===== src/rtl/mpn_pkg.sv =====
package mpn_pkg;

    localparam int ELEM_W = 16;
    localparam int FRAC_W = 10;

    typedef logic signed [ELEM_W-1:0] elem_t;

    localparam elem_t ELEM_MAX = 16'sh7fff;
    localparam elem_t ELEM_MIN = 16'sh8000;

    typedef enum logic [3:0] {
        ST_IDLE,
        ST_OFF_RD,
        ST_OFF_BEG,
        ST_OFF_END,
        ST_SELF,
        ST_NBR,
        ST_GATHER,
        ST_FINAL,
        ST_DONE
    } eng_state_e;

    // Clamp a wide signed value into one embedding element.
    function automatic elem_t clamp_elem(input logic signed [32:0] v);
        if (v > 33'sd32767)       return ELEM_MAX;
        else if (v < -33'sd32768) return ELEM_MIN;
        else                      return v[ELEM_W-1:0];
    endfunction

    // Fixed-point affine step: floor(x*scale / 2^FRAC) + bias, saturated.
    function automatic elem_t affine_step(input elem_t x, input elem_t scale, input elem_t bias);
        logic signed [31:0] prod;
        logic signed [32:0] tot;
        prod = 32'(x) * 32'(scale);
        tot  = 33'(prod >>> FRAC_W) + 33'(bias);
        return clamp_elem(tot);
    endfunction

    function automatic elem_t sat_add(input elem_t a, input elem_t b);
        logic signed [32:0] tot;
        tot = 33'(a) + 33'(b);
        return clamp_elem(tot);
    endfunction

    function automatic elem_t elem_max(input elem_t a, input elem_t b);
        return (a > b) ? a : b;
    endfunction

endpackage


===== src/rtl/mpn_affine.sv =====
module mpn_affine
    import mpn_pkg::*;
#(
    parameter int    LANES = 4,
    parameter elem_t SCALE = 16'sd1024,
    parameter elem_t BIAS  = 16'sd0,
    localparam int   VEC_W = LANES * ELEM_W
) (
    input  logic [VEC_W-1:0] vec_i,
    output logic [VEC_W-1:0] vec_o
);

    for (genvar l = 0; l < LANES; l++) begin : g_lane
        always_comb begin
            vec_o[l*ELEM_W +: ELEM_W] = affine_step(vec_i[l*ELEM_W +: ELEM_W], SCALE, BIAS);
        end
    end

endmodule


===== src/rtl/mpn_aggregate.sv =====
module mpn_aggregate
    import mpn_pkg::*;
#(
    parameter int LANES   = 4,
    parameter bit USE_MAX = 1'b0,
    localparam int VEC_W  = LANES * ELEM_W
) (
    input  logic [VEC_W-1:0] acc_i,
    input  logic [VEC_W-1:0] val_i,
    output logic [VEC_W-1:0] acc_o
);

    for (genvar l = 0; l < LANES; l++) begin : g_lane
        if (USE_MAX) begin : g_max
            always_comb begin
                acc_o[l*ELEM_W +: ELEM_W] = elem_max(acc_i[l*ELEM_W +: ELEM_W], val_i[l*ELEM_W +: ELEM_W]);
            end
        end else begin : g_sum
            always_comb begin
                acc_o[l*ELEM_W +: ELEM_W] = sat_add(acc_i[l*ELEM_W +: ELEM_W], val_i[l*ELEM_W +: ELEM_W]);
            end
        end
    end

endmodule


===== src/rtl/mpn_node_engine.sv =====
module mpn_node_engine
    import mpn_pkg::*;
#(
    parameter int    LANES     = 4,
    parameter int    NODE_W    = 8,
    parameter int    EDGE_W    = 10,
    parameter bit    AGG_MAX   = 1'b0,
    parameter elem_t MSG_SCALE = 16'sd1536,
    parameter elem_t MSG_BIAS  = 16'sd64,
    parameter elem_t UPD_SCALE = 16'sd512,
    parameter elem_t UPD_BIAS  = -16'sd32,
    localparam int   VEC_W     = LANES * ELEM_W
) (
    input  logic              clk,
    input  logic              rst_n,
    input  logic              start,
    input  logic [NODE_W-1:0] num_nodes,
    input  logic [EDGE_W-1:0] num_edges,
    output logic              off_rd_en,
    output logic [NODE_W-1:0] off_addr,
    input  logic [EDGE_W-1:0] off_data,
    output logic              nbr_rd_en,
    output logic [EDGE_W-1:0] nbr_addr,
    input  logic [NODE_W-1:0] nbr_data,
    output logic              emb_rd_en,
    output logic [NODE_W-1:0] emb_addr,
    input  logic [VEC_W-1:0]  emb_data,
    output logic              out_we,
    output logic [NODE_W-1:0] out_addr,
    output logic [VEC_W-1:0]  out_data,
    output logic              done
);

    localparam elem_t             IDENT_LANE = AGG_MAX ? ELEM_MIN : '0;
    localparam logic [VEC_W-1:0]  IDENT_VEC  = {LANES{IDENT_LANE}};

    typedef struct packed {
        eng_state_e        st;
        logic [NODE_W-1:0] node;
        logic [NODE_W-1:0] cnt;
        logic [EDGE_W-1:0] edges;
        logic [EDGE_W-1:0] pos;
        logic [EDGE_W-1:0] stop;
        logic [VEC_W-1:0]  acc;
        logic [VEC_W-1:0]  own;
    } eng_regs_t;

    eng_regs_t r_q, r_d;

    logic [VEC_W-1:0] msg_vec;
    logic [VEC_W-1:0] acc_next;
    logic [VEC_W-1:0] comb_vec;
    logic [VEC_W-1:0] upd_vec;
    logic             last_node;
    logic [EDGE_W:0]  pos_inc;

    // Message transform on the fetched neighbor embedding.
    mpn_affine #(.LANES(LANES), .SCALE(MSG_SCALE), .BIAS(MSG_BIAS)) u_msg (
        .vec_i (emb_data),
        .vec_o (msg_vec)
    );

    // Running partial aggregate.
    mpn_aggregate #(.LANES(LANES), .USE_MAX(AGG_MAX)) u_agg (
        .acc_i (r_q.acc),
        .val_i (msg_vec),
        .acc_o (acc_next)
    );

    // Combine finalized aggregate with the node's own embedding.
    mpn_aggregate #(.LANES(LANES), .USE_MAX(1'b0)) u_combine (
        .acc_i (r_q.acc),
        .val_i (r_q.own),
        .acc_o (comb_vec)
    );

    // Update transform.
    mpn_affine #(.LANES(LANES), .SCALE(UPD_SCALE), .BIAS(UPD_BIAS)) u_upd (
        .vec_i (comb_vec),
        .vec_o (upd_vec)
    );

    assign last_node = (r_q.node == r_q.cnt - NODE_W'(1));
    assign pos_inc   = {1'b0, r_q.pos} + (EDGE_W+1)'(1);

    always_comb begin
        r_d       = r_q;
        off_rd_en = 1'b0;
        off_addr  = '0;
        nbr_rd_en = 1'b0;
        nbr_addr  = '0;
        emb_rd_en = 1'b0;
        emb_addr  = '0;
        out_we    = 1'b0;
        out_addr  = '0;
        out_data  = '0;
        done      = 1'b0;

        unique case (r_q.st)
            ST_IDLE: begin
                if (start) begin
                    r_d.cnt   = num_nodes;
                    r_d.edges = num_edges;
                    r_d.node  = '0;
                    r_d.st    = (num_nodes == '0) ? ST_DONE : ST_OFF_RD;
                end
            end
            ST_OFF_RD: begin
                off_rd_en = 1'b1;
                off_addr  = r_q.node;
                r_d.st    = ST_OFF_BEG;
            end
            ST_OFF_BEG: begin
                r_d.pos = off_data;
                if (!last_node) begin
                    off_rd_en = 1'b1;
                    off_addr  = r_q.node + NODE_W'(1);
                end
                r_d.st = ST_OFF_END;
            end
            ST_OFF_END: begin
                r_d.stop  = last_node ? r_q.edges : off_data;
                r_d.acc   = IDENT_VEC;
                emb_rd_en = 1'b1;
                emb_addr  = r_q.node;
                r_d.st    = ST_SELF;
            end
            ST_SELF: begin
                r_d.own = emb_data;
                if (r_q.pos >= r_q.stop) begin
                    r_d.st = ST_FINAL;
                end else begin
                    nbr_rd_en = 1'b1;
                    nbr_addr  = r_q.pos;
                    r_d.st    = ST_NBR;
                end
            end
            ST_NBR: begin
                emb_rd_en = 1'b1;
                emb_addr  = nbr_data;
                r_d.st    = ST_GATHER;
            end
            ST_GATHER: begin
                r_d.acc = acc_next;
                r_d.pos = pos_inc[EDGE_W-1:0];
                if (pos_inc >= {1'b0, r_q.stop}) begin
                    r_d.st = ST_FINAL;
                end else begin
                    nbr_rd_en = 1'b1;
                    nbr_addr  = pos_inc[EDGE_W-1:0];
                    r_d.st    = ST_NBR;
                end
            end
            ST_FINAL: begin
                out_we   = 1'b1;
                out_addr = r_q.node;
                out_data = upd_vec;
                if (last_node) begin
                    r_d.st = ST_DONE;
                end else begin
                    r_d.node = r_q.node + NODE_W'(1);
                    r_d.st   = ST_OFF_RD;
                end
            end
            ST_DONE: begin
                done   = 1'b1;
                r_d.st = ST_IDLE;
            end
            default: r_d.st = ST_IDLE;
        endcase
    end

    always_ff @(posedge clk) begin
        if (!rst_n) begin
            r_q       <= '0;
            r_q.st    <= ST_IDLE;
        end else begin
            r_q <= r_d;
        end
    end

    // a node's write is never directly followed by another write.
    p_write_spacing_r1: assert property (@(posedge clk) disable iff (!rst_n)
        out_we |=> !out_we);

    // writes stay inside the captured node range.
    p_write_in_range_r1: assert property (@(posedge clk) disable iff (!rst_n)
        out_we |-> (out_addr < r_q.cnt));

    // the embedding fetch after a neighbor read uses the returned index.
    p_gather_addr_r3: assert property (@(posedge clk) disable iff (!rst_n)
        $past(nbr_rd_en) |-> (emb_rd_en && emb_addr == nbr_data));

    // done is a single-cycle pulse.
    p_done_pulse_r9: assert property (@(posedge clk) disable iff (!rst_n)
        done |=> !done);

    // for a non-empty graph, done follows the last write.
    p_done_after_write_r9: assert property (@(posedge clk) disable iff (!rst_n)
        (done && r_q.cnt != '0) |-> $past(out_we));

endmodule


===== config.mk =====
export PLATFORM = sky130hd
export DESIGN_NAME = mpn_node_engine
export DESIGN_NICKNAME = d
export VERILOG_FILES = /design/src/rtl/mpn_pkg.sv /design/src/rtl/mpn_affine.sv /design/src/rtl/mpn_aggregate.sv /design/src/rtl/mpn_node_engine.sv
export SDC_FILE = /design/constraint.sdc
export NUM_CORES = 1
export LEC_CHECK = 0
export CAP_MARGIN = 20
export CORE_MARGIN = 1
export CORE_UTILIZATION = 54
export CTS_BUF_LIST = sky130_fd_sc_hd__clkbuf_16
export DETAILED_ROUTE_END_ITERATION = 10
export HOLD_SLACK_MARGIN = 0.15
export PLACE_DENSITY_LB_ADDON = 0.15
export SLEW_MARGIN = 30
export SYNTH_ARGS = -nofsm -noshare
export SYNTH_HDL_FRONTEND = slang
export SYNTH_SLANG_ARGS = --single-unit

===== constraint.sdc =====
create_clock -name clk -period 8.65 [get_ports clk]
set_input_delay 2.1625 -clock clk [delete_from_list [all_inputs] [get_ports clk]]
set_output_delay 2.1625 -clock clk [all_outputs]
set_load 0.01 [all_outputs]

Word-level counts from Yosys, hierarchy flattened
Index checks and enable logic that the tools add are counted.
Cells by class
  add/subtract/negate cells: 19
  multiply operators: 4
  order comparisons: 34
  equality and inequality tests: 11
  muxes and demuxes: 59
  reduce and logical (&&, ||, !) cells: 8
Operators by type and width (count)
  > comparator 33 x 16 -> 1 bit, second input constant: 16
  < comparator 33 x 16 -> 1 bit, second input constant: 16
  2-to-1 mux 16 bit: 32
  adder 16 x 16 -> 17 bit: 8
  one-hot mux 64 bit (2 select lines): 1
  adder 18 x 8 -> 19 bit, second input constant: 4
  multiplier 16 x 3 -> 19 bit, second input constant: 4
  adder 15 x 6 -> 16 bit, second input constant: 4
  2-to-1 mux 64 bit: 1
  one-hot mux 8 bit (2 select lines): 3
  one-hot mux 10 bit (2 select lines): 2
  one-hot mux 4 bit (8 select lines): 1
  2-to-1 mux 10 bit: 3
  2-to-1 mux 30 bit: 1
  2-to-1 mux 8 bit: 3
  equality test 4 x 3 -> 1 bit, second input constant: 4
  adder 10 x 1 -> 11 bit, second input constant: 1
  greater-or-equal comparator 11 x 10 -> 1 bit: 1
  greater-or-equal comparator 10 bit: 1
  adder 8 x 1 -> 8 bit, second input constant: 1
  equality test 4 x 2 -> 1 bit, second input constant: 2
  equality test 8 bit: 1
  zero test 8 bit: 1
  2-to-1 mux 4 bit: 2
  other kinds (12): 22
Word-level totals
  register bits after elaboration: 178
  input port bits: 103
  output and inout bits: 103
  logic and storage cells: 143

Depth between registers and ports, before layout
Gate-level depths: netlist (run 1).
  word-level depth: 10
  gate-level depth with buffers: 32
  gate-level depth less buffers: 30

Hierarchy
Synthesis (run 1) repeated with hierarchy kept, for this count alone.
Unflattened totals
  cell total of the unflattened synthesis: 2935
  area total of the unflattened synthesis: 22227.6 um^2
By module, submodules not included
  mpn_node_engine: times used 1, cells an instance 1057, area each 8559.5 um^2, seq. area each 3563.4 um^2
  mpn_affine (u_msg): times used 1, cells an instance 767, area each 5590.4 um^2, seq. area each 0.0 um^2
  mpn_aggregate (u_combine): times used 1, cells an instance 498, area each 3707.3 um^2, seq. area each 0.0 um^2
  mpn_aggregate (u_agg): times used 1, cells an instance 489, area each 3555.9 um^2, seq. area each 0.0 um^2
  mpn_affine (u_upd): times used 1, cells an instance 124, area each 814.5 um^2, seq. area each 0.0 um^2

Worst setup path after synthesis (run 1)
OpenSTA, ideal clock, no wires.
  path type: input to register
  start: input emb_data[1]
  end: register r_q[66] (netlist name)
  setup time: 0.122 ns
  data arrival time: 8.063 ns
  required time: 8.528 ns
  path slack: 0.465 ns
  cell stages on the path: 32
  buffers on the path: 2
  cells stage by stage: ha_1 > ha_1 > inv_1 > fa_1 > nor2b_1 > o31a_2 > o21a_1 > nor2_1 > xnor2_1 > ha_1 > nand2_1 > mux2i_1 > xnor2_1 > nor2_1 > mux2_2 > a21o_1 > o211ai_4 > buf_12 > o21ai_2 > ha_1 > fa_1 > a21o_1 > a21oi_1 > o21ai_0 > a31oi_1 > o21ai_0 > o21ai_0 > o211a_1 > a311oi_1 > and2_1 > buf_2 > a221o_1
On the way
  cells in the longest elaborated chain, start to end: 10
  elaborated cells between the ends (all ways): 12
  classes of those cells: 2 x add/sub; 1 x mul; 4 x order compare; 5 x mux
RTL lines
  start, declared: line mpn_node_engine.sv:27  | input logic [VEC_W-1:0] emb_data,
  multiplier 16 x 3 -> 19 bit (*): line mpn_pkg.sv:34  | prod = 32'(x) * 32'(scale);
  adder 18 x 8 -> 19 bit (*): line mpn_pkg.sv:35  | tot = 33'(prod >>> FRAC_W) + 33'(bias);
  < comparator 33 x 16 -> 1 bit: line mpn_pkg.sv:26  | else if (v < -33'sd32768) return ELEM_MIN;
  2-to-1 mux 16 bit: line mpn_pkg.sv:26
  2-to-1 mux 16 bit (*): line mpn_pkg.sv:25  | if (v > 33'sd32767) return ELEM_MAX;
  adder 16 x 16 -> 17 bit (*): line mpn_pkg.sv:41  | tot = 33'(a) + 33'(b);
  < comparator 33 x 16 -> 1 bit: line mpn_pkg.sv:26
  2-to-1 mux 16 bit: line mpn_pkg.sv:26
  2-to-1 mux 16 bit (*): line mpn_pkg.sv:25
  one-hot mux 64 bit (2 select lines) (*): line mpn_node_engine.sv:99  | unique case (r_q.st)
  end signal, assigned: line mpn_node_engine.sv:178  | r_q <= r_d;
  end, declared: line mpn_node_engine.sv:48  | eng_regs_t r_q, r_d;
Every way passes the cells marked *; elsewhere a longest branch is shown, timed or not.
A chain may end at the register's enable or synchronous reset.

Worst setup path in the final report (run 1)
  start: input emb_data[51]
  end: register r_q[125] (netlist name)
Same word-level chain as after synthesis.

==> results list, run 1 <==
* # diodes: 0
* Final weighted congestion of routability-driven global placement: 0.935
* Crit Path Category: input pin to flop
- The clock tree synthesis step divided the H-tree into 4 levels.
* Number of flip-flops in the largest register: 178
- Max-Cap Viols: 0
* Final Non-Filler Cells: 3599
* Biggest regs: r_q: 178 flops
* Wire length per cell: 17.5 um
- All-layer global routing usage: 30.1%
* Pin slew with the least headroom to its limit: 0.958 ns
- Among all flip-flop cells after synthesis, the most frequent one is sky130_fd_sc_hd__dfxtp_1.
* Register area share after synthesis: 16.4%
- Yosys warning count: 0
- Slew margin rel.: 35.7%
* Required time of the critical path: 8.95 ns
* Root buffer cell: sky130_fd_sc_hd__clkbuf_16
- Input and output buffers added on the ports amount to 205.
- The floorplan step set the die width to 203 um.
- Post-synth EDFFs: 0
* Wire length of the first global-routing pass: 103 mm
- Clock latency on the worst-skew pair: 0.46 ns
* Max Freq: 120 MHz
* Die height: 203 um
- Via Count: 21900
- The path class of the tightest hold or removal check is flop to flop.
- Highest cell delay on the worst timing path: 0.52 ns
- Clock-pin slew was measured on the worst setup and hold paths at 0.08 ns.
- Final critical delay including setup and external delays: 8.36 ns
- Status: finished clean
- # IOs: 206
- Summing all placed instances gives a cell area of 24400 um^2.
- Data arrives at the worst endpoint at 8.66 ns.
- Share of the synthesized area in the top cell type: 16.4%
- Largest net degree at the start of global routing: 80
- After routing, the total negative slack on setup checks comes to 0 ns.
* Synthesized area per cell: 7.51 um^2
- Initial antenna violation count: 0
- Crit-path slowest cell: sky130_fd_sc_hd__clkdlybuf4s50_1
* Initial cell density of the core: 54.8%
- In the synthesized netlist the async set-or-reset flop fraction comes to 0%.
- Row Count: 73
* IR Drop Worst-Case VDD: 116 uV
- Core Util, Final: 63.3%
* CTS tree: done
- In the post-synthesis netlist, the biggest area contributors are sky130_fd_sc_hd__dfxtp_1 16%, sky130_fd_sc_hd__ha_1 16%, sky130_fd_sc_hd__a21oi_1 7.7%, sky130_fd_sc_hd__nand2_1 6.2%, sky130_fd_sc_hd__xnor2_1 4.9%.
* Area of combinational cells with multiple inputs: 17400 um^2
- STA classifies the critical path endpoint as a flop.
- After the first detailed-routing iteration, the DRC count stood at 1166.
- Power per Cell Area: 115 nW/um^2
- Counting flops per register, the top entry is r_q.
* Total standard cell area after synthesis: 21800 um^2
- No sink is reached through more buffers than the 2 on the longest clock path.
- Total setup violations reported at the end of the flow: 0
- Proportion of layout cells with a drive suffix above 1: 7.71%
- Hold-fix buffers at CTS: 0
- Number of hold violations in the final report: 0
- Worst hold margin: 0.458 ns
- The routed design has 62.8 mm of wire.
- Across the routed clock network, the largest skew measured is 0.00975 ns.
- Area growth syn-to-layout: 15.5%
- Number of nets still failing antenna checks after routing: 0
- At the end of the flow, the number of nets in the layout was 3458.
* Count of unresolved DRC violations after routing: 0
- Static leakage: 10.7 nW
- DP Wirelength: 49.1 mm
- The commonest cells after synthesis are 361 x sky130_fd_sc_hd__nand2_1, 335 x sky130_fd_sc_hd__a21oi_1, 282 x sky130_fd_sc_hd__ha_1, 189 x sky130_fd_sc_hd__nor2_1, 178 x sky130_fd_sc_hd__dfxtp_1.
- In the finished design, the share of the clock period the worst path needs comes to 96.6%.
- Most numerous cell on the critical path: sky130_fd_sc_hd__a21oi_1
* Post-synthesis instance total: 2899
- The finished cells cover 25100 um^2.
- Filler cells: 3603
- The first detailed-routing pass ran for 6 iterations.
* Via count of the first global-routing pass: 21000
* Maximum fanout along the worst path: 9
- Kind of start point of the critical path: input pin
* Clock Sink Count: 178
- Most frequent cell after synthesis: sky130_fd_sc_hd__nand2_1
* CTS buffer count: 17
- Including well taps, the total number of placed cells is 3564.
* Final max-slew violation count: 0
* Post-synthesis net count: 3296
- Post-synthesis register bit count: 178
* Yosys cell types: 134
* Post-DR vias/cell: 6.08
- Total die area: 41100 um^2
- Area occupied by registers: 3560 um^2
* Overflow left after global routing: 0
* Cell type with the largest total area after synthesis: sky130_fd_sc_hd__dfxtp_1
- Placeable core region: 39700 um^2
-- cell usage in the layout (no fill, tap or decap), types with 27 or more instances in the layout --
master                            count
sky130_fd_sc_hd__a211oi_1            30
sky130_fd_sc_hd__a21o_1              90
sky130_fd_sc_hd__a21oi_1            335
sky130_fd_sc_hd__a31oi_1             38
sky130_fd_sc_hd__buf_4               56
sky130_fd_sc_hd__clkdlybuf4s50_1    205
sky130_fd_sc_hd__dfxtp_1            178
sky130_fd_sc_hd__ha_1               281
sky130_fd_sc_hd__inv_1              124
sky130_fd_sc_hd__mux2i_1             27
sky130_fd_sc_hd__nand2_1            360
sky130_fd_sc_hd__nand2b_1            45
sky130_fd_sc_hd__nand3_1             57
sky130_fd_sc_hd__nor2_1             187
sky130_fd_sc_hd__nor2b_1             36
sky130_fd_sc_hd__nor3_1              44
sky130_fd_sc_hd__o21a_1              36
sky130_fd_sc_hd__o21ai_0            144
sky130_fd_sc_hd__o21ai_1             44
sky130_fd_sc_hd__xnor2_1            120
sky130_fd_sc_hd__xor2_1              76
-- what timing repair did --
item	4_1_cts	5_1_grt
buffers inserted	0	3
resized for setup	0	16
endpoints found under the setup margin	0	57
-- power breakdown --
group	internal, W	switching [W]
combinational	0.000535	0.000720
sequential	0.000832	0.0000162
clock	0.000406	0.000382
-- area by class of cell --
class	count	area share (%)
Clock buffer	17	1.69
Clock inverter	15	0.592
Tap cell	525	2.61
Inverter	125	1.88
Sequential cell	178	14.2
Timing Repair Buffer	263	10.0
Multi-Input combinational cell	2476	69.0
-- critical path: cells and delay by family --
kind | cells | cell delay (ns)
compound gates | 13 | 2.49
simple gates | 5 | 1.89
fa+ha+maj | 3 | 0.87
buf+inv | 2 | 0.70
mux | 2 | 0.52
-- stage by stage --
step,setup slack (ns),total power (W)
finish,0.293,0.00289
global route,-0.0384,0.00308
CTS,0.288,0.00288
detailed placement,-0.175,0.00209
global placement,0.0336,0.00206
floorplan,0.465,0.00179
-- metal layers --
layer,share of wire (%),global-route usage [%],vias to the layer above
li1,-,-,11000
met1,44,36.9,10300
met2,49,53.3,568
met3,4.4,3.53,113
met4,3.3,11.9,0
met5,0,0,-
-- path summary, 6_finish.rpt --
kind / start / end / slack [ns] / cells after the start
setup / recovery: emb_data[51] / r_q[125]$_SDFFE_PN0P_ / 0.29 / 25
hold / removal: r_q[155]$_SDFFE_PN0P_ / r_q[155]$_SDFFE_PN0P_ / 0.46 / 2
setup reg to reg: r_q[138]$_SDFFE_PN0P_ / r_q[175]$_SDFFE_PN0P_ / 5.36 / 13
hold reg to reg: r_q[155]$_SDFFE_PN0P_ / r_q[155]$_SDFFE_PN0P_ / 0.46 / 2
-- kinds of logic after synthesis --
| group | share of synthesized area (%) |
|---|---|
| muxes | 1.59 |
| adders and majority gates | 17.5 |
| buffers and inverters | 4.62 |
| AOI/OAI and AO/OA | 30.2 |
| and+or+nand+nor | 21.7 |
| xor gates and xnor gates | 8.15 |
| DFF | 16.4 |
Power figures use the tool's default switching activity.
==> run 2: changes to the inputs <==
SETUP_SLACK_MARGIN = 0.05   (was unset)
SKIP_LAST_GASP = 1   (was unset)
==> run 2 against run 1 <==
  * Clock skew up 0.0012 ns
  * Via count about the same
  * Final cell count hardly changed
  * Wire length barely moved
  * Flip-flop and latch count unchanged
  * Total power is 0.29% higher
  * Utilization up 0.11 points
==> results list, run 2 (synthesis results as in run 1) <==
- Status: finished clean
- The violation count after the first detailed-routing iteration came to 1139 (-2.3%).
* Maximum level of the CTS H-tree: 4 (unchanged)
* Clock tree buffer depth: 2 (unchanged)
* Initial cell density of the core: 54.8% (unchanged)
- The worst path required time was 8.96 ns (about the same).
- The initial antenna violation count came to 0 (unchanged).
- Critical path buffers and inverters: 2 (unchanged)
* Kind of start point of the critical path: input pin
- The maximum vdd ir drop was 117 uV (+1.4%).
- Total die area: 41100 um^2 (unchanged)
* Placeable core region: 39700 um^2 (unchanged)
- The number of nets with antenna violations after routing came to 0 (unchanged).
* Pre-antenna DRT Iters: 5 (-1)
* Max-Cap Viols: 0 (unchanged)
* Pin slew with the least headroom to its limit: 0.947 ns (-0.0101 ns)
- The portion of total power attributed to sequential cells is 29.2% (about the same).
* Setup skew after layout: 0.0110 ns (+0.00124 ns)
- Final clock period utilization by the worst path: 96.0% (-0.65 points)
- Overall Power: 0.00290 W (+0.29%)
- Wire length per cell: 17.5 um (about the same)
- Port Buffer Count: 205 (unchanged)
* Row Count: 73 (unchanged)
* Post-DR vias/cell: 6.08 (about the same)
- The hold slack is 0.457 ns (-0.00155 ns).
* Highest cell delay on the worst timing path: 0.52 ns (about the same)
* Slew margin rel.: 36.4% (+0.68 points)
- Clock Sink Count: 178 (unchanged)
- In this design, the largest share of critical-path delay is due to compound AO/OA/AOI/OAI gates.
* CTS tree: done
- Crit-path slowest cell: sky130_fd_sc_hd__clkdlybuf4s50_1
- DP Wirelength: 49.1 mm (unchanged)
- The height of the chip came to 203 um (unchanged).
- The number of inserted filler cells in the final layout came to 3592 (-0.31%).
- The area taken by flip-flops and latches is 3560 um^2 (unchanged).
- Static leakage: 10.7 nW (about the same)
* Overflow left after global routing: 0 (unchanged)
* Power dissipated by switching net loads: 0.00113 W (+0.62%)
* Area of combinational cells with multiple inputs: 17400 um^2 (+0.26%)
- r_q holds more flip-flops than any other register.
- Data arrival time of the critical path: 8.61 ns (-0.05 ns)
* Via count of the first global-routing pass: 21000 (unchanged)
- The DRC violations left was 0 (unchanged).
- The cell that appears most often on the critical path is sky130_fd_sc_hd__a21oi_1.
- The number of flip-flops under the largest register name is 178 (unchanged).
- Combinational fraction of design power: 43.5% (about the same)
- The final net count came to 3459 (+0.029%).
- The global-route usage over all layers came to 30.1% (unchanged).
- The number of placed I/O pins is 206 (unchanged).
- The largest net degree at the start of global routing came to 80 (unchanged).
- Type of the most critical hold path: flop to flop
* Biggest regs: r_q: 178 flops
* Proportion of layout cells with a drive suffix above 1: 7.84% (+0.13 points)
- The number of failing hold endpoints at the final stage is 0 (unchanged).
- Power per Cell Area: 115 nW/um^2 (+0.11%)
- The maximum fanout along the worst path was 9 (unchanged).
- Crit Path Category: input pin to flop
* Final critical delay including setup and external delays: 8.30 ns (-0.0560 ns)
- Cell Int Power: 0.00177 W (about the same)
* # diodes: 0 (unchanged)
* Area growth syn-to-layout: 15.7%
- Root buffer cell: sky130_fd_sc_hd__clkbuf_16
* Total setup violations reported at the end of the flow: 0 (unchanged)
* Width of the die: 203 um (unchanged)
- Share of total power consumed by net switching: 38.8% (+0.13 points)
- The clock latency reported for the late side of the worst-skew pair came to 0.46 ns (about the same).
- Final weighted congestion of routability-driven global placement: 0.935 (unchanged)
* Max Freq: 120 MHz (+0.67%)
- Via Count: 21900 (+0.050%)
- The clock group share of total power is 27.2% (about the same).
- The first-pass GRT wire length is 103 mm (unchanged).
- The library cells used most frequently in the layout, excluding fill and tap cells, are 360 x sky130_fd_sc_hd__nand2_1, 334 x sky130_fd_sc_hd__a21oi_1, 281 x sky130_fd_sc_hd__ha_1, 205 x sky130_fd_sc_hd__clkdlybuf4s50_1, 187 x sky130_fd_sc_hd__nor2_1.
* Clock-pin transition on the worst setup and hold timing paths: 0.08 ns (about the same)
- Leaving out fill and tap cells, the most frequent cell in the layout is sky130_fd_sc_hd__nand2_1.
* CTS buffer count: 17 (unchanged)
* Drt total wl: 62.9 mm (about the same)
- The max-slew violation total from the final report came to 0 (unchanged).
* Kind of end point of the critical path: flop
-- run 2: path summary, 6_finish.rpt --
path	start	end	slack, ns	cells past startpoint
worst max-delay path	emb_data[51]	r_q[125]$_SDFFE_PN0P_	0.35	25
worst min-delay path	r_q[155]$_SDFFE_PN0P_	r_q[155]$_SDFFE_PN0P_	0.46	2
worst max register to register	r_q[138]$_SDFFE_PN0P_	r_q[175]$_SDFFE_PN0P_	5.36	13
worst min register to register	r_q[155]$_SDFFE_PN0P_	r_q[155]$_SDFFE_PN0P_	0.46	2
-- run 2: through the flow --
stage	std cells	cell area (um^2)	setup slack [ns]	util (%)	setup TNS [ns]
after floorplan	2899	21800	0.465	-	0
after global placement	3563	24400	0.0336	61.4	0
after detailed placement	3564	24400	-0.175	61.5	-2.99
after CTS	3596	25000	0.288	62.9	0
after global routing	3600	25200	-0.0174	63.4	-0.0679
final	3600	25200	0.349	63.4	0
-- run 2: metal layers --
metal  track usage (%)  up-vias  part of all wire, %  routed length, um
met3              3.53      118                  4.0               2520
met5                 0        -                    0                  0
met1              36.9    10300                   44              27500
li1                  -    11000                    -                  -
met2              53.3      528                   49              30800
met4              11.9        0                  3.3               2090
-- run 2: power groups by stage --
stage / clock network, W / logic (W) / registers, W
after floorplan: 0 / 0.000927 / 0.000861
after global placement: 0 / 0.00120 / 0.000866
after detailed placement: 0 / 0.00122 / 0.000867
after CTS: 0.000802 / 0.00123 / 0.000848
after global routing: 0.000836 / 0.00140 / 0.000851
final: 0.000790 / 0.00126 / 0.000848
-- run 2: what timing repair did --
action / in CTS / in global routing
hold buffers: 0 / 0
endpoints found under the setup margin: 0 / 59
buffers inserted: 0 / 3
gates resized for setup: 0 / 24
hold endpoints to repair: 0 / 0
-- run 2: final cells by class --
type	count	area share, %
Tap cell	525	2.61
Timing Repair Buffer	263	10.0
Clock inverter	15	0.591
Inverter	125	1.87
Clock buffer	17	1.69
Multi-Input combinational cell	2477	69.1
Sequential cell	178	14.2
-- run 2: worst register-to-register path: cells and delay by family, from the launching register on --
family | cells | cell delay (ns)
adder cells (fa/ha/maj) | 2 | 0.45
AND/OR/NAND/NOR | 6 | 1.09
AO/OA/AOI/OAI | 5 | 1.12
flip-flops | 1 | 0.50
